<file path="config.mk">
export PLATFORM = sky130hd
export DESIGN_NAME = sadc_port
export DESIGN_NICKNAME = d
export VERILOG_FILES = /design/src/rtl/sadc_pkg.sv /design/src/rtl/sadc_framer.sv /design/src/rtl/sadc_mux.sv /design/src/rtl/sadc_tx.sv /design/src/rtl/sadc_port.sv
export SDC_FILE = /design/constraint.sdc
export NUM_CORES = 1
export LEC_CHECK = 0
export BUFFER_PORTS_ARGS = -buffer_cell sky130_fd_sc_hd__buf_2
export CAP_MARGIN = 20
export CELL_PAD_IN_SITES_DETAIL_PLACEMENT = 1
export CELL_PAD_IN_SITES_GLOBAL_PLACEMENT = 2
export CORE_AREA = 2 2 89 91
export DETAILED_ROUTE_END_ITERATION = 12
export DIE_AREA = 0 0 91 93
export HOLD_SLACK_MARGIN = 0.1
export PLACE_DENSITY = 0.88
export SETUP_SLACK_MARGIN = 0.4
export SYNTH_ARGS = -nofsm -noshare
export SYNTH_HDL_FRONTEND = slang
export SYNTH_HIERARCHICAL = 1
export SYNTH_SLANG_ARGS = --single-unit
</file>
<file path="constraint.sdc">
create_clock -name clk -period 3.1 [get_ports clk]
set_clock_uncertainty 0.15 [all_clocks]
set_input_delay 0.93 -clock clk [delete_from_list [all_inputs] [get_ports clk]]
set_output_delay 0.93 -clock clk [all_outputs]
set_load 0.005 [all_outputs]
</file>
<file path="src/rtl/sadc_pkg.sv">
package sadc_pkg;
  localparam int RES_W  = 10;
  localparam int NUM_CH = 8;
  localparam int CTRL_W = 8;
endpackage

</file>
<file path="src/rtl/sadc_framer.sv">
module sadc_framer #(
  parameter int CTRL_W = 8,
  parameter int CH_W   = 3,
  parameter int CNT_W  = 5
) (
  input  logic             clk,
  input  logic             rst,
  input  logic             cs_n,
  input  logic             rise,
  input  logic             din,
  output logic             active,
  output logic [CNT_W-1:0] cnt,
  output logic             load,
  output logic [CH_W-1:0]  chan
);
  localparam logic [CNT_W-1:0] LAST_CTRL = CNT_W'(CTRL_W - 1);

  logic [CTRL_W-2:0] shreg;
  logic [CTRL_W-1:0] byte_now;

  assign byte_now = {shreg, din};
  assign chan     = byte_now[CTRL_W-2 -: CH_W];
  assign load     = rise && active && (cnt == LAST_CTRL);

  always_ff @(posedge clk) begin
    if (rst || cs_n) begin
      active <= 1'b0;
      cnt    <= '0;
      shreg  <= '0;
    end else if (rise) begin
      if (!active) begin
        if (din) begin
          active <= 1'b1;
          cnt    <= CNT_W'(1);
          shreg  <= (CTRL_W-1)'(1);
        end
      end else begin
        shreg <= {shreg[CTRL_W-3:0], din};
        if (cnt != '1) cnt <= cnt + 1'b1;
      end
    end
  end


  start_bit_chk: assert property (@(posedge clk) disable iff (rst)
    $rose(active) |-> $past(rise && din && !cs_n));


  cnt_mono_chk: assert property (@(posedge clk) disable iff (rst)
    (active && $past(active)) |-> (cnt >= $past(cnt)));
endmodule

</file>
<file path="src/rtl/sadc_mux.sv">
module sadc_mux #(
  parameter int NUM_CH = 8,
  parameter int RES_W  = 10,
  parameter int CH_W   = 3
) (
  input  logic [NUM_CH*RES_W-1:0] bus,
  input  logic [CH_W-1:0]         chan,
  output logic [RES_W-1:0]        sel
);
  logic [RES_W-1:0] slot [NUM_CH];

  for (genvar gi = 0; gi < NUM_CH; gi++) begin : g_slot
    assign slot[gi] = bus[gi*RES_W +: RES_W];
  end

  assign sel = slot[chan];
endmodule

</file>
<file path="src/rtl/sadc_tx.sv">
module sadc_tx #(
  parameter int RES_W  = 10,
  parameter int CTRL_W = 8,
  parameter int CNT_W  = 5
) (
  input  logic             clk,
  input  logic             rst,
  input  logic             cs_n,
  input  logic             fall,
  input  logic             load,
  input  logic [RES_W-1:0] load_data,
  input  logic [CNT_W-1:0] cnt,
  output logic             dout,
  output logic             dout_oe,
  output logic             strobe
);
  localparam logic [CNT_W-1:0] STB_AT   = CNT_W'(CTRL_W);
  localparam logic [CNT_W-1:0] FIRST_AT = CNT_W'(CTRL_W + 1);
  localparam logic [CNT_W-1:0] LAST_AT  = CNT_W'(CTRL_W + RES_W);

  logic [RES_W-1:0] res;

  always_ff @(posedge clk) begin
    if (rst) begin
      res     <= '0;
      dout    <= 1'b0;
      dout_oe <= 1'b0;
      strobe  <= 1'b0;
    end else if (cs_n) begin
      dout    <= 1'b0;
      dout_oe <= 1'b0;
      strobe  <= 1'b0;
    end else begin
      dout_oe <= 1'b1;
      if (load) begin
        res <= load_data;
      end else if (fall) begin
        strobe <= (cnt == STB_AT);
        if (cnt >= FIRST_AT && cnt <= LAST_AT) begin
          dout <= res[RES_W-1];
          res  <= {res[RES_W-2:0], 1'b0};
        end else begin
          dout <= 1'b0;
        end
      end
    end
  end


  dout_edge_chk: assert property (@(posedge clk) disable iff (rst)
    !$stable(dout) |-> $past(fall || cs_n));


  strobe_edge_chk: assert property (@(posedge clk) disable iff (rst)
    !$stable(strobe) |-> $past(fall || cs_n));


  strobe_quiet_chk: assert property (@(posedge clk) disable iff (rst)
    strobe |-> !dout);
endmodule

</file>
<file path="src/rtl/sadc_port.sv">
module sadc_port
  import sadc_pkg::*;
#(
  parameter int P_RES_W  = RES_W,
  parameter int P_NUM_CH = NUM_CH,
  parameter int P_CTRL_W = CTRL_W
) (
  input  logic                         clk,
  input  logic                         rst,
  input  logic                         cs_n,
  input  logic                         sclk,
  input  logic                         din,
  input  logic [P_NUM_CH*P_RES_W-1:0]  chan_samples,
  output logic                         dout,
  output logic                         dout_oe,
  output logic                         strobe
);
  localparam int CH_W  = (P_NUM_CH > 1) ? $clog2(P_NUM_CH) : 1;
  localparam int CNT_W = $clog2(P_CTRL_W + P_RES_W + 2);

  logic             sclk_q;
  logic             rise, fall;
  logic             active, load;
  logic [CNT_W-1:0] cnt;
  logic [CH_W-1:0]  chan;
  logic [P_RES_W-1:0] picked;

  always_ff @(posedge clk) begin
    if (rst) sclk_q <= 1'b0;
    else     sclk_q <= sclk;
  end

  assign rise = !cs_n && sclk && !sclk_q;
  assign fall = !cs_n && !sclk && sclk_q;

  sadc_framer #(.CTRL_W(P_CTRL_W), .CH_W(CH_W), .CNT_W(CNT_W)) u_framer (
    .clk(clk), .rst(rst), .cs_n(cs_n), .rise(rise), .din(din),
    .active(active), .cnt(cnt), .load(load), .chan(chan)
  );

  sadc_mux #(.NUM_CH(P_NUM_CH), .RES_W(P_RES_W), .CH_W(CH_W)) u_mux (
    .bus(chan_samples), .chan(chan), .sel(picked)
  );

  sadc_tx #(.RES_W(P_RES_W), .CTRL_W(P_CTRL_W), .CNT_W(CNT_W)) u_tx (
    .clk(clk), .rst(rst), .cs_n(cs_n), .fall(fall), .load(load),
    .load_data(picked), .cnt(cnt), .dout(dout), .dout_oe(dout_oe),
    .strobe(strobe)
  );


  deselect_chk: assert property (@(posedge clk) disable iff (rst)
    cs_n |=> (!strobe && !dout_oe));


  idle_frame_chk: assert property (@(posedge clk) disable iff (rst)
    cs_n |=> !active);
endmodule

</file>
* Yosys cells after proc, flatten, opt, wreduce, memory -nomap -nowiden
Cells that the tools add are included.
** Operators by class
- Reduce and logical (&&, ||, !) cells :: 19
- Equality and inequality tests :: 4
- Mux-type cells :: 15
- Add/subtract/negate cells :: 1
- Bitwise logic cells :: 3
- Magnitude comparators :: 3
** Operators with widths (count)
- 10-bit two-way mux :: 5
- 10-bit binary-select mux with 3-bit select :: 1
- 5-bit two-way mux :: 3
- 6-bit two-way mux :: 2
- 1-bit logical AND :: 7
- 3-bit AND reduction :: 2
- 2-bit nonzero test :: 3
- 5-bit by 1-bit adder with 5-bit output, second input constant :: 1
- 5-bit by 3-bit equality test with 1-bit output, second input constant :: 1
- 5-bit by 4-bit equality test with 1-bit output, second input constant :: 1
- 5-bit by 4-bit greater-or-equal comparator with 1-bit output, second input constant :: 1
- 5-bit less-or-equal comparator, second input constant :: 1
- 5-bit inequality test, second input constant :: 1
- 4-bit greater-or-equal comparator, second input constant :: 1
- 1-bit two-way mux :: 4
- 3-bit inverter with 4-bit output :: 1
- 2-bit AND reduction :: 2
- 1-bit logical NOT :: 3
- 2-bit inequality test, second input constant :: 1
- 1-bit inverter :: 2
- 2-bit OR reduction :: 1
- 1-bit logical OR :: 1
** Word-level totals
- Bits in registers :: 26
- Bits of input ports :: 85
- Output and inout port bits :: 3

* Longest topological paths before layout
- Word-level depth :: 7
- Depth in mapped cells :: 8
- Mapped depth without buffers :: 7

* By module
The synthesis kept the hierarchy.
** Modules (own cells, without submodules)
- sadc_tx :: times used 1, sequential area each 260.2 µm², cells each 102, area an instance 848.3 µm²
- sadc_mux :: times used 1, sequential area each 0.0 µm², cells each 35, area an instance 671.9 µm²
- sadc_framer :: times used 1, sequential area each 240.2 µm², cells each 64, area an instance 559.3 µm²
- sadc_port :: times used 1, sequential area each 20.0 µm², cells each 4, area an instance 51.3 µm²

* Worst setup path before layout
Ideal clock, no wire load.
- Kind :: input to register
- Start :: in cs_n
- End :: reg u_tx.res[2]
- Required time :: 2830 ps
- Buffers on the path :: 2
- Slack :: 152 ps
- Data arrival time :: 2678 ps
- Stages on the path :: 8
- Path through :: nor3b_2 -> nand2_1 -> nor4_1 -> clkbuf_8 -> buf_2 -> a21oi_1 -> a21oi_1 -> nor3_2
** On the way
- Cells in the longest elaborated chain, start to end :: 7
- Elaborated cells between the ends (all ways) :: 12
** RTL lines
- from (decl) :: line sadc_port.sv:10 : input logic cs_n,
- 1-bit logical NOT (*) :: line sadc_port.sv:33 : assign rise = !cs_n && sclk && !sclk_q;
- 1-bit logical AND (*) (2 in series) :: line sadc_port.sv:33
- 1-bit logical AND (*) (2 in series) :: line sadc_framer.sv:23 : assign load = rise && active && (cnt == LAST_CTRL);
- via load :: line sadc_port.sv:23 : logic active, load;
- 2-bit nonzero test (no line)
- 3-bit AND reduction (no line)
- to (signal assigned) :: line sadc_tx.sv:36 : res <= load_data;
- to (signal assigned) :: line sadc_tx.sv:41 : res <= {res[RES_W-2:0], 1'b0};
- to (decl) :: line sadc_tx.sv:21 : logic [RES_W-1:0] res;
The timed path passes the listed nets; every way through them passes the cells marked *.
A chain may end at the register's enable or synchronous reset.

* Worst setup path in the final report
- Start :: in sclk
- End :: reg u_tx.res[1]
** On the way
- Elaborated cells between the ends (all ways) :: 11
** RTL lines
- from (decl) :: line sadc_port.sv:11 : input logic sclk,
- 1-bit logical NOT :: line sadc_port.sv:34 : assign fall = !cs_n && !sclk && sclk_q;
- 1-bit logical AND (2 in series) :: line sadc_port.sv:34
- via fall :: line sadc_port.sv:22 : logic rise, fall;
- 2-bit nonzero test (no line)
- 3-bit AND reduction (no line)
The timed path passes the listed nets, and every way through them passes these cells.

==> results_dict.tcl <==
set metrics [dict create \
    areaGrowthSynthToFinish_pct 26.1 \
    synth_seq_area_share 0.244 \
    synth.distinct_cells 42 \
    swShare 0.221 \
    fmax_mhz 408 \
    cts-resized-gates 0 \
    synth.largest_area_cell "mux4_1" \
    postSynthCellCount 205 \
    io_pins 88 \
    die_area_um2 8460 \
    start_kind "primary input" \
    cts_root_buffer "clkbuf_8" \
    place_area_um2 2620 \
    status "complete, no violations" \
    cts_buffers 3 \
    tritoncts "yes" \
    netlist_area_um2 2130 \
    die_y_um 93 \
    grt_setup_unrepaired "no" \
    synthArstFlopShare 0 \
    p_seq_frac 0.455 \
    pre_cts_ws_ns 0.342 \
    grt_pass1_vias 1983 \
    clock_latency_ns 0.27 \
    holdPathStages 2 \
    antenna_found_initial 0 \
    final.min_clock_period_ns 2.45 \
    finalSetupViolations 0 \
    worstPathRequired_ns 3.16 \
    setup_ws_ns 0.649 \
    post_cts.repair.setup_buffers 0 \
    path_max_fanout 12 \
    ir_worst_vdd_mv 0.162 \
    antenna_cells 0 \
    power_frac_clock 0.391 \
    initial_utilization 0.283 \
    ys.flop_type "dfxtp_1" \
    grt_pass1_wl_um 9310 \
    core_um2 7530 \
    maxSlewViolCount 0 \
    routedWlPerCell_um 14.5 \
    route.detailed.drc 0 \
    clockBufferDepth 2 \
    r2r_cells 8 \
    grt_usage 0.134 \
    nets 372 \
    slew-limit-headroom 0.469 \
    rows 32 \
    die_w_um 91 \
    intPower_uw 578 \
    h-tree-depth 1 \
    ys_seq_elements 26 \
    drt-total-wl_um 5610 \
    worstMarginPinSlew_ns 0.795 \
    yosysTopAreaCellShare 0.247 \
    globalplace.congestion 0.751 \
    via_per_inst 5.08 \
    netlist_top_cells_area "mux4_1, dfxtp_1, mux2_2, a21oi_1, nor3_1" \
    dr.pass1.iters 4 \
    tns_ns 0 \
    port_buffers 87 \
    synth_common_cells "dfxtp_1, mux4_1, nor2_1" \
    overflow 0 \
    p_per_area_nw_per_um2 276 \
    ctsHoldBuffers 0 \
    fin_crit_sh 0.791 \
    hpwl_um 4420 \
    syn_avg_cell_area_um2 10.4 \
    endpoint_kind "register" \
    leakage_nw 1.07 \
    crit_type "in2reg" \
    synth_nets 292 \
    hp-class "reg2reg" \
    ant_nets 0 \
    grt_max_degree 31 \
    clk_pin_slew_ns 0.10 \
    ys_warn_count 6 \
    synth.most_common_cell "dfxtp_1" \
    switchingPower_uw 164 \
    drive_above_1_share 0.451 \
    maxCapViolations 0 \
    drt_iter0_drc 72 \
    post-route-cell-area_um2 2690 \
    vias 1960 \
    cts_sinks 26 \
    p_comb_frac 0.154 \
    hold_violations 0 \
    synth-edff-count 0 \
    cp.arrival_ns 2.51 \
]
critical path, cell delays in order:
cell	delay, ns
buf_2	0.11
nor3b_2	0.24
nand2_1	0.13
o32ai_4	0.54
mux2_2	0.40
nor3_1	0.15
layout make-up:
class                   count  area [µm²]
flip-flops and latches     26         520
well taps                 102         128
inverters                  11        41.3
clock buffers               3        41.3
multi-input cells         151        1450
clock inverters             1        30.0
repair buffers             92         473
fillers                   916        4840
power groups by stage:
stage / registers, mW / clock network [mW] / logic, mW
final: 0.338 / 0.290 / 0.114
after global routing: 0.339 / 0.310 / 0.126
after CTS: 0.338 / 0.295 / 0.116
after detailed placement: 0.346 / 0 / 0.115
after global placement: 0.346 / 0 / 0.111
after floorplan: 0.345 / 0 / 0.0538
routing by layer:
metal	global-route usage	wire length, µm	vias up
met5	0	0	-
met4	0.0189	16	0
met3	0.0210	252	2
met2	0.251	2880	59
met1	0.165	2460	947
li1	-	-	952
flip-flops by register name, summed over array words and instances (netlist names):
| signal | count |
|---|---|
| u_tx/dout_oe | 1 |
| u_tx/strobe | 1 |
| sclk_q | 1 |
| u_framer/cnt | 5 |
| u_tx/res | 10 |
| u_framer/shreg | 6 |
| u_tx/dout | 1 |
| u_framer/active | 1 |
metrics by stage:
stage | total power [mW] | utilization | std cells | hold slack, ns
6_report | 0.742 | 0.357 | 386 | 0.332
5_1_grt | 0.775 | 0.357 | 386 | 0.368
4_1_cts | 0.749 | 0.357 | 386 | 0.338
3_5_place_dp | 0.461 | 0.347 | 382 | 0.324
3_3_place_gp | 0.457 | 0.347 | 382 | 0.310
2_1_floorplan | 0.399 | - | 205 | 0.301
path summary, 6_finish.rpt:
kind | slack [ns] | endpoint | start
setup / recovery | 0.65 | u_tx/res[1] | sclk
hold / removal | 0.33 | u_tx/dout | u_tx/dout
setup reg to reg | 0.94 | u_tx/strobe | u_framer/cnt[0]
hold reg to reg | 0.33 | u_tx/dout | u_tx/dout
layout by cell type, fill, tap and decap left out, types with 3 or more instances in the layout:
cell type,n
a31oi_1,4
nor2_1,17
nor3_2,3
a21oi_1,16
mux4_1,20
buf_2,87
nand3_1,6
and3b_2,3
inv_1,11
nand2b_1,5
mux2_2,14
mux2_4,3
dfxtp_1,26
nand2_1,9
nor3_1,16
a22oi_1,8
o21ai_0,4
clkbuf_8,3
buf_4,5
kinds of logic (layout without fill, tap and decap cells):
group	count (synthesis)	after routing	synth area share
compound gates	39	39	0.123
buf+inv	28	107	0.0810
mux	37	37	0.342
fa+ha+maj	2	2	0.0117
flops	26	26	0.244
simple gates	73	73	0.198
Power figures use the tool's default switching activity.
